File: src/rtl/usb_rx_pkg.sv
package usb_rx_pkg;
  typedef enum logic [1:0] {
    ST_HUNT  = 2'd0,
    ST_RECV  = 2'd1,
    ST_ERRW  = 2'd2,
    ST_DRAIN = 2'd3
  } rx_state_e;

  localparam logic LVL_J = 1'b1;
  localparam logic LVL_K = 1'b0;
endpackage

File: src/rtl/usb_rx_sync_hunt.sv
module usb_rx_sync_hunt #(
  parameter int SYNC_PAIRS = 2
) (
  input  logic clk,
  input  logic rst_n,
  input  logic hunt_en,
  input  logic bit_stb,
  input  logic rx_j,
  input  logic rx_se0,
  output logic sop_hit
);
  import usb_rx_pkg::*;

  localparam int HIST_W = 2 * SYNC_PAIRS + 2;

  // index 0 = newest level; K K at the end, alternating J/K before it
  function automatic logic [HIST_W-1:0] sync_pattern();
    logic [HIST_W-1:0] p;
    for (int i = 0; i < HIST_W; i++) begin
      p[i] = (i >= 2) && (i % 2 == 0);
    end
    return p;
  endfunction

  localparam logic [HIST_W-1:0] PATTERN = sync_pattern();

  logic [HIST_W-1:0] hist_q, hist_d;
  logic [HIST_W-1:0] hist_shift;

  assign hist_shift = {hist_q[HIST_W-2:0], rx_j};

  always_comb begin
    hist_d = hist_q;
    if (!hunt_en || (bit_stb && rx_se0)) begin
      hist_d = '1;
    end else if (bit_stb) begin
      hist_d = hist_shift;
    end
  end

  always_ff @(posedge clk or negedge rst_n) begin
    if (!rst_n) hist_q <= '1;
    else        hist_q <= hist_d;
  end

  assign sop_hit = hunt_en && bit_stb && !rx_se0 && (hist_shift == PATTERN);

  // a packet can only open on a K level
  a_r2_sop_on_k: assert property (@(posedge clk) disable iff (!rst_n)
    sop_hit |-> (rx_j == LVL_K));
endmodule

File: src/rtl/usb_rx_decode.sv
module usb_rx_decode #(
  parameter int STUFF_LIM = 6
) (
  input  logic clk,
  input  logic rst_n,
  input  logic restart,
  input  logic dec_en,
  input  logic rx_j,
  output logic bit_ok,
  output logic bit_val,
  output logic stuff_viol
);
  import usb_rx_pkg::*;

  localparam int ONES_W = $clog2(STUFF_LIM + 1);

  logic              prev_q, prev_d;
  logic [ONES_W-1:0] ones_q, ones_d;
  logic              at_lim;

  assign bit_val    = (rx_j == prev_q);
  assign at_lim     = (ones_q == ONES_W'(STUFF_LIM));
  assign bit_ok     = dec_en && !at_lim;
  assign stuff_viol = dec_en && at_lim && bit_val;

  always_comb begin
    prev_d = prev_q;
    ones_d = ones_q;
    if (restart) begin
      prev_d = LVL_K;
      ones_d = '0;
    end else if (dec_en) begin
      prev_d = rx_j;
      if (at_lim || !bit_val) ones_d = '0;
      else                    ones_d = ones_q + 1'b1;
    end
  end

  always_ff @(posedge clk or negedge rst_n) begin
    if (!rst_n) begin
      prev_q <= LVL_J;
      ones_q <= '0;
    end else begin
      prev_q <= prev_d;
      ones_q <= ones_d;
    end
  end

  // the run counter never passes the stuffing limit
  a_r4_ones_bounded: assert property (@(posedge clk) disable iff (!rst_n)
    ones_q <= ONES_W'(STUFF_LIM));
endmodule

File: src/rtl/usb_rx_ctrl.sv
module usb_rx_ctrl #(
  parameter int DATA_W = 8
) (
  input  logic              clk,
  input  logic              rst_n,
  input  logic              bit_stb,
  input  logic              rx_j,
  input  logic              rx_se0,
  input  logic              sop_hit,
  input  logic              bit_ok,
  input  logic              bit_val,
  input  logic              stuff_viol,
  output logic              hunt_en,
  output logic              dec_en,
  output logic              dec_restart,
  output logic [DATA_W-1:0] rx_data,
  output logic              rx_valid,
  output logic              rx_active,
  output logic              rx_error
);
  import usb_rx_pkg::*;

  localparam int CNT_W = $clog2(DATA_W);

  rx_state_e         state_q, state_d;
  logic [CNT_W-1:0]  bcnt_q, bcnt_d;
  logic [1:0]        se0_q, se0_d;
  logic              drain_q, drain_d;
  logic [DATA_W-1:0] shreg_q, shreg_d;
  logic [DATA_W-1:0] data_q, data_d;
  logic              valid_q, valid_d;
  logic              err_q, err_d;
  logic [DATA_W-1:0] shifted;

  assign shifted = {bit_val, shreg_q[DATA_W-1:1]};

  always_comb begin
    state_d     = state_q;
    bcnt_d      = bcnt_q;
    se0_d       = se0_q;
    drain_d     = drain_q;
    shreg_d     = shreg_q;
    data_d      = data_q;
    valid_d     = 1'b0;
    err_d       = 1'b0;
    dec_en      = 1'b0;
    dec_restart = 1'b0;
    case (state_q)
      ST_HUNT: begin
        if (sop_hit) begin
          state_d     = ST_RECV;
          bcnt_d      = '0;
          se0_d       = '0;
          dec_restart = 1'b1;
        end
      end
      ST_RECV: begin
        if (bit_stb) begin
          if (rx_se0) begin
            if (se0_q != 2'd2) se0_d = se0_q + 1'b1;
          end else if (se0_q != 2'd0) begin
            se0_d = '0;
            if (se0_q == 2'd2 && rx_j == LVL_J && bcnt_q == '0) begin
              state_d = ST_HUNT;
            end else begin
              err_d   = 1'b1;
              drain_d = 1'b0;
              state_d = ST_ERRW;
            end
          end else begin
            dec_en = 1'b1;
            if (stuff_viol) begin
              err_d   = 1'b1;
              drain_d = 1'b1;
              state_d = ST_ERRW;
            end else if (bit_ok) begin
              shreg_d = shifted;
              if (bcnt_q == CNT_W'(DATA_W - 1)) begin
                bcnt_d  = '0;
                data_d  = shifted;
                valid_d = 1'b1;
              end else begin
                bcnt_d = bcnt_q + 1'b1;
              end
            end
          end
        end
      end
      ST_ERRW: begin
        se0_d   = (bit_stb && rx_se0) ? 2'd1 : 2'd0;
        state_d = drain_q ? ST_DRAIN : ST_HUNT;
      end
      default: begin
        if (bit_stb) begin
          if (rx_se0)              se0_d = 2'd1;
          else if (se0_q != 2'd0) begin
            se0_d   = '0;
            state_d = ST_HUNT;
          end
        end
      end
    endcase
  end

  always_ff @(posedge clk or negedge rst_n) begin
    if (!rst_n) begin
      state_q <= ST_HUNT;
      bcnt_q  <= '0;
      se0_q   <= '0;
      drain_q <= 1'b0;
      shreg_q <= '0;
      data_q  <= '0;
      valid_q <= 1'b0;
      err_q   <= 1'b0;
    end else begin
      state_q <= state_d;
      bcnt_q  <= bcnt_d;
      se0_q   <= se0_d;
      drain_q <= drain_d;
      shreg_q <= shreg_d;
      data_q  <= data_d;
      valid_q <= valid_d;
      err_q   <= err_d;
    end
  end

  assign hunt_en   = (state_q == ST_HUNT);
  assign rx_active = (state_q == ST_RECV) || (state_q == ST_ERRW);
  assign rx_data   = data_q;
  assign rx_valid  = valid_q;
  assign rx_error  = err_q;

  // bytes only appear inside a packet, as single-cycle pulses
  a_r3_valid_in_active: assert property (@(posedge clk) disable iff (!rst_n)
    rx_valid |-> rx_active);
  a_r3_valid_pulse: assert property (@(posedge clk) disable iff (!rst_n)
    rx_valid |=> !rx_valid);
  // error shows with active high, then active drops
  a_r7_err_with_active: assert property (@(posedge clk) disable iff (!rst_n)
    rx_error |-> rx_active);
  a_r7_err_then_idle: assert property (@(posedge clk) disable iff (!rst_n)
    rx_error |=> !rx_active);
  // no byte delivered alongside an error
  a_r5_no_byte_on_err: assert property (@(posedge clk) disable iff (!rst_n)
    rx_error |-> !rx_valid);
endmodule

File: src/rtl/usb_rx_linestate.sv
module usb_rx_linestate (
  input  logic       clk,
  input  logic       rst_n,
  input  logic       suspend_n,
  input  logic       line_dp,
  input  logic       line_dm,
  output logic [1:0] line_state
);
  logic [1:0] pins;
  logic [1:0] ls_q;

  assign pins = {line_dm, line_dp};

  always_ff @(posedge clk or negedge rst_n) begin
    if (!rst_n) ls_q <= 2'b00;
    else        ls_q <= pins;
  end

  assign line_state = suspend_n ? ls_q : pins;
endmodule

File: src/rtl/usb_rx_path.sv
module usb_rx_path #(
  parameter int DATA_W     = 8,
  parameter int STUFF_LIM  = 6,
  parameter int SYNC_PAIRS = 2
) (
  input  logic              clk,
  input  logic              rst_n,
  input  logic              bit_stb,
  input  logic              rx_j,
  input  logic              rx_se0,
  input  logic              line_dp,
  input  logic              line_dm,
  input  logic              suspend_n,
  output logic [DATA_W-1:0] rx_data,
  output logic              rx_valid,
  output logic              rx_active,
  output logic              rx_error,
  output logic [1:0]        line_state
);
  logic [1:0] rst_sync_q;
  logic       rst_i_n;
  logic       hunt_en, dec_en, dec_restart, sop_hit;
  logic       bit_ok, bit_val, stuff_viol;

  always_ff @(posedge clk or negedge rst_n) begin
    if (!rst_n) rst_sync_q <= 2'b00;
    else        rst_sync_q <= {rst_sync_q[0], 1'b1};
  end
  assign rst_i_n = rst_sync_q[1];

  usb_rx_sync_hunt #(.SYNC_PAIRS(SYNC_PAIRS)) u_hunt (
    .clk(clk), .rst_n(rst_i_n), .hunt_en(hunt_en), .bit_stb(bit_stb),
    .rx_j(rx_j), .rx_se0(rx_se0), .sop_hit(sop_hit)
  );

  usb_rx_decode #(.STUFF_LIM(STUFF_LIM)) u_dec (
    .clk(clk), .rst_n(rst_i_n), .restart(dec_restart), .dec_en(dec_en),
    .rx_j(rx_j), .bit_ok(bit_ok), .bit_val(bit_val), .stuff_viol(stuff_viol)
  );

  usb_rx_ctrl #(.DATA_W(DATA_W)) u_ctrl (
    .clk(clk), .rst_n(rst_i_n), .bit_stb(bit_stb), .rx_j(rx_j),
    .rx_se0(rx_se0), .sop_hit(sop_hit), .bit_ok(bit_ok), .bit_val(bit_val),
    .stuff_viol(stuff_viol), .hunt_en(hunt_en), .dec_en(dec_en),
    .dec_restart(dec_restart), .rx_data(rx_data), .rx_valid(rx_valid),
    .rx_active(rx_active), .rx_error(rx_error)
  );

  usb_rx_linestate u_ls (
    .clk(clk), .rst_n(rst_i_n), .suspend_n(suspend_n), .line_dp(line_dp),
    .line_dm(line_dm), .line_state(line_state)
  );
endmodule

File: config.mk
export PLATFORM = sky130hd
export DESIGN_NAME = usb_rx_path
export DESIGN_NICKNAME = d
export VERILOG_FILES = /design/src/rtl/usb_rx_pkg.sv /design/src/rtl/usb_rx_sync_hunt.sv /design/src/rtl/usb_rx_decode.sv /design/src/rtl/usb_rx_ctrl.sv /design/src/rtl/usb_rx_linestate.sv /design/src/rtl/usb_rx_path.sv
export SDC_FILE = /design/constraint.sdc
export NUM_CORES = 1
export LEC_CHECK = 0
export CORE_ASPECT_RATIO = 0.6
export CORE_MARGIN = 10
export CORE_UTILIZATION = 45
export CTS_BUF_LIST = sky130_fd_sc_hd__clkbuf_2
export DETAILED_ROUTE_END_ITERATION = 10
export HOLD_SLACK_MARGIN = 0.02
export MAX_ROUTING_LAYER = met4
export PLACE_DENSITY = 0.66
export SLEW_MARGIN = 20
export SYNTH_ARGS = -nofsm -noshare
export SYNTH_HDL_FRONTEND = slang
export SYNTH_SLANG_ARGS = --single-unit
File: constraint.sdc
create_clock -name clk -period 1.1 [get_ports clk]
set_input_delay 0.165 -clock clk [delete_from_list [all_inputs] [get_ports clk]]
set_output_delay 0.165 -clock clk [all_outputs]
set_load 0.02 [all_outputs]
==> results.cfg, run 1 <==
[outcome]
outcome = complete, but fails checks
violations = negative setup slack

[floorplanning]
core_um2 = 4050
dieHeight_um = 70.0
pin_count = 21
die_x_um = 103
die_area_um2 = 7220
rows = 18
initial_utilization_pct = 46.2

[power]
p_int_mw = 3.71
pwr-share-clk_pct = 14.3
seqPwrFrac_pct = 31.3
ir_drop_v = 0.000885
cellLeakagePower_nw = 1.40
pwr_density_cell_nw_per_um2 = 2040
p_sw_mw = 2.19
power_frac_comb_pct = 54.4
switching_share_pct = 37.1

[final_layout]
fillCellCount = 282
final_core_util_pct = 71.3
syn2layout_area_growth_pct = 54.3
n_antenna_cell = 0
multiInputGateArea_um2 = 1060
seqCellArea_um2 = 960
num-nets-final = 272
drive_gt1_share_pct = 52.8

[timing]
fin_hold_ws_ns = 0.181
fmax_mhz = 496
period_share_pct = 183
min_period_ns = 2.02
rsz0062_at_grt = true
setup_ws_ns = -0.917
final-setup-viol-count = 42
hold_viol_final = 0
slew_violations = 0
finalClockSkew_ns = 0.0204

[drt]
drt-initial-drc-count = 84
dr.pass1.iters = 4
drcViolationCount = 0
wl_per_cell_um = 16.6
postRouteAntennaNets = 0
vias_per_cell = 5.27
wirelength_mm = 5.06
vias = 1602

[clocking]
numClockSinks = 38
cts_tree = done
cts.path.max_buffers = 2
h-tree-depth = 2
cts_buffers = 5
insertion_delay_ns = 0.40
clk_pin_slew_ns = 0.19
root_buffer = clkbuf_2

[placement]
dpl.hpwl_mm = 3.34
place.gp.congestion = 0.808
io_buffer_count = 20

[global_routing]
grt_usage_pct = 14.9
antenna_found_initial = 0
gr-total-overflow = 0
grt_pass1_vias = 1716
grt_max_degree = 24
grt_pass1_wl_mm = 8.30

[critical_path]
cp-start-kind = flop
worstPathArrival_ns = 2.32
endpoint_kind = flop
required_ns = 1.40
rrSetupSlack_ns = -0.92
worstSetupPathType = reg2reg
path_max_fanout = 2

[min_path]
min_path_type = reg2async

[synthesis]
syn_nets = 197
ys_seq_area_share_pct = 51.2
yosys.cell_types.count = 42
yosysMostFrequentCell = dfrtp_1
syn_avg_cell_area_um2 = 10.5
synth_commonest_cells = dfrtp_1 (32), nand2_1 (31), inv_1 (13), ha_1 (11), mux2_2 (10)
async_flop_share_pct = 100
synth_area_leaders = dfrtp_1 (43%), dfstp_2 (8.4%), ha_1 (7.4%)
yosysWarnings = 0
yosysTopAreaCell = dfrtp_1
synth_area_um2 = 1870
synth-edff-count = 0
synth_top_area_share_pct = 42.8
synth_seq_cells = 38
synth_flop_cell = dfrtp_1
syn_inst = 178

[flow_run]
drv_cap = 0
==> routing by layer <==
layer	GRT usage, %	up-vias	part of all wire [%]
li1	-	765	-
met1	17.7	799	45
met2	23.8	33	49
met3	4.62	5	4.8
met4	3.99	0	0.87
met5	-	-	0
==> cells in the final DEF, fill, tap and decap left out, types with 3 or more instances in the layout <==
cell type        count
buf_4               40
dfrtp_1             31
buf_6               26
nand2_1             21
nand2_2             10
inv_1                7
mux2_2               7
ha_1                 7
clkdlybuf4s50_1      7
inv_2                6
dfstp_2              6
nor2_1               5
clkbuf_2             5
a21oi_1              4
o22ai_1              4
ha_4                 4
mux2_4               3
o21ai_0              3
nand3_1              3
==> stage by stage <==
step	area [µm²]	TNS, ns	power, mW	worst slack [ns]	instances
2_1_floorplan	1940	-14.57	3.24	-0.773	178
4_1_cts	2770	-17.21	5.59	-0.859	298
3_5_place_dp	2430	-22.24	4.16	-1.02	277
6_report	2890	-18.64	5.90	-0.917	304
3_3_place_gp	2430	-21.51	4.02	-0.991	277
5_1_grt	2890	-21.13	6.32	-0.966	304
==> power groups by stage <==
stage | clock [mW] | sequential, mW | combinational [mW]
detailed placement | 0 | 1.85 | 2.31
global placement | 0 | 1.82 | 2.20
finish | 0.844 | 1.85 | 3.21
CTS | 0.873 | 1.84 | 2.88
global route | 0.942 | 1.88 | 3.50
floorplan | 0 | 1.85 | 1.40
==> worst max-delay path: stages, from the launching register on <==
cell and delay, ns:
dfstp_2 0.57, or4b_4 0.48, o41ai_4 0.31, nand4_1 0.22, mux2_1 0.36
==> cells by family after synthesis <==
| kind of cell | after synthesis | synth area share (%) |
|---|---|---|
| AOI/OAI and AO/OA | 32 | 11.8 |
| muxes | 14 | 8.29 |
| buffers and inverters | 21 | 4.48 |
| and+or+nand+nor | 60 | 16.2 |
| DFF | 38 | 51.2 |
| adders and majority gates | 11 | 7.35 |
| other | 1 | 0.200 |
| xor gates and xnor gates | 1 | 0.468 |
==> timing repair <==
| action | 4_1_cts | 5_1_grt |
|---|---|---|
| pin swaps | 21 | 12 |
| resized for setup | 113 | 20 |
| setup buffers | 11 | 7 |
| gates cloned | 1 | 0 |
| hold buffers | 1 | 0 |
| hold endpoints to repair | 2 | 0 |
| endpoints found under the setup margin | 47 | 47 |
==> state kept, by name, summed over array words and instances, names as in the netlist <==
register / cells
u_ctrl.drain_q: 1
u_ctrl.se0_q: 2
u_ctrl.rx_data: 8
u_dec.ones_q: 3
u_ctrl.state_q: 2
u_hunt.hist_q: 5
u_ls.ls_q: 2
rst_sync_q: 2
u_ctrl.shreg_q: 7
u_ctrl.rx_valid: 1
u_ctrl.bcnt_q: 3
u_dec.prev_q: 1
u_ctrl.rx_error: 1
==> area by class of cell <==
class / count / share of cell area [%]
Clock buffer: 5 / 0.866
Clock inverter: 3 / 1.39
Inverter: 13 / 1.69
Multi-Input combinational cell: 120 / 36.7
Sequential cell: 38 / 33.2
Tap cell: 50 / 2.17
Timing Repair Buffer: 75 / 24.0
==> final timing paths <==
path / depth (start not counted) / to / start
min in group clk: 1 / u_ls.ls_q[0]$_DFF_PN0_ / line_dp
max reg2reg: 4 / u_ctrl.state_q[0]$_DFFE_PN0P_ / u_hunt.hist_q[3]$_DFFE_PN1P_
min: 0 / u_ctrl.se0_q[0]$_DFFE_PN0P_ / rst_sync_q[1]$_DFF_PN0_
min reg2reg: 0 / u_ctrl.se0_q[0]$_DFFE_PN0P_ / rst_sync_q[1]$_DFF_PN0_
max: 4 / u_ctrl.state_q[0]$_DFFE_PN0P_ / u_hunt.hist_q[3]$_DFFE_PN1P_
max in group asynchronous: 1 / u_ctrl.state_q[1]$_DFFE_PN0P_ / rst_sync_q[1]$_DFF_PN0_
No activity file was read; power rests on OpenSTA's default activity.
==> inputs of run 2 (changes only) <==
SLEW_MARGIN = unset   (was 20)
==> results of run 2 <==
The final DEF is identical to that of run 1; final timing and power are the same.
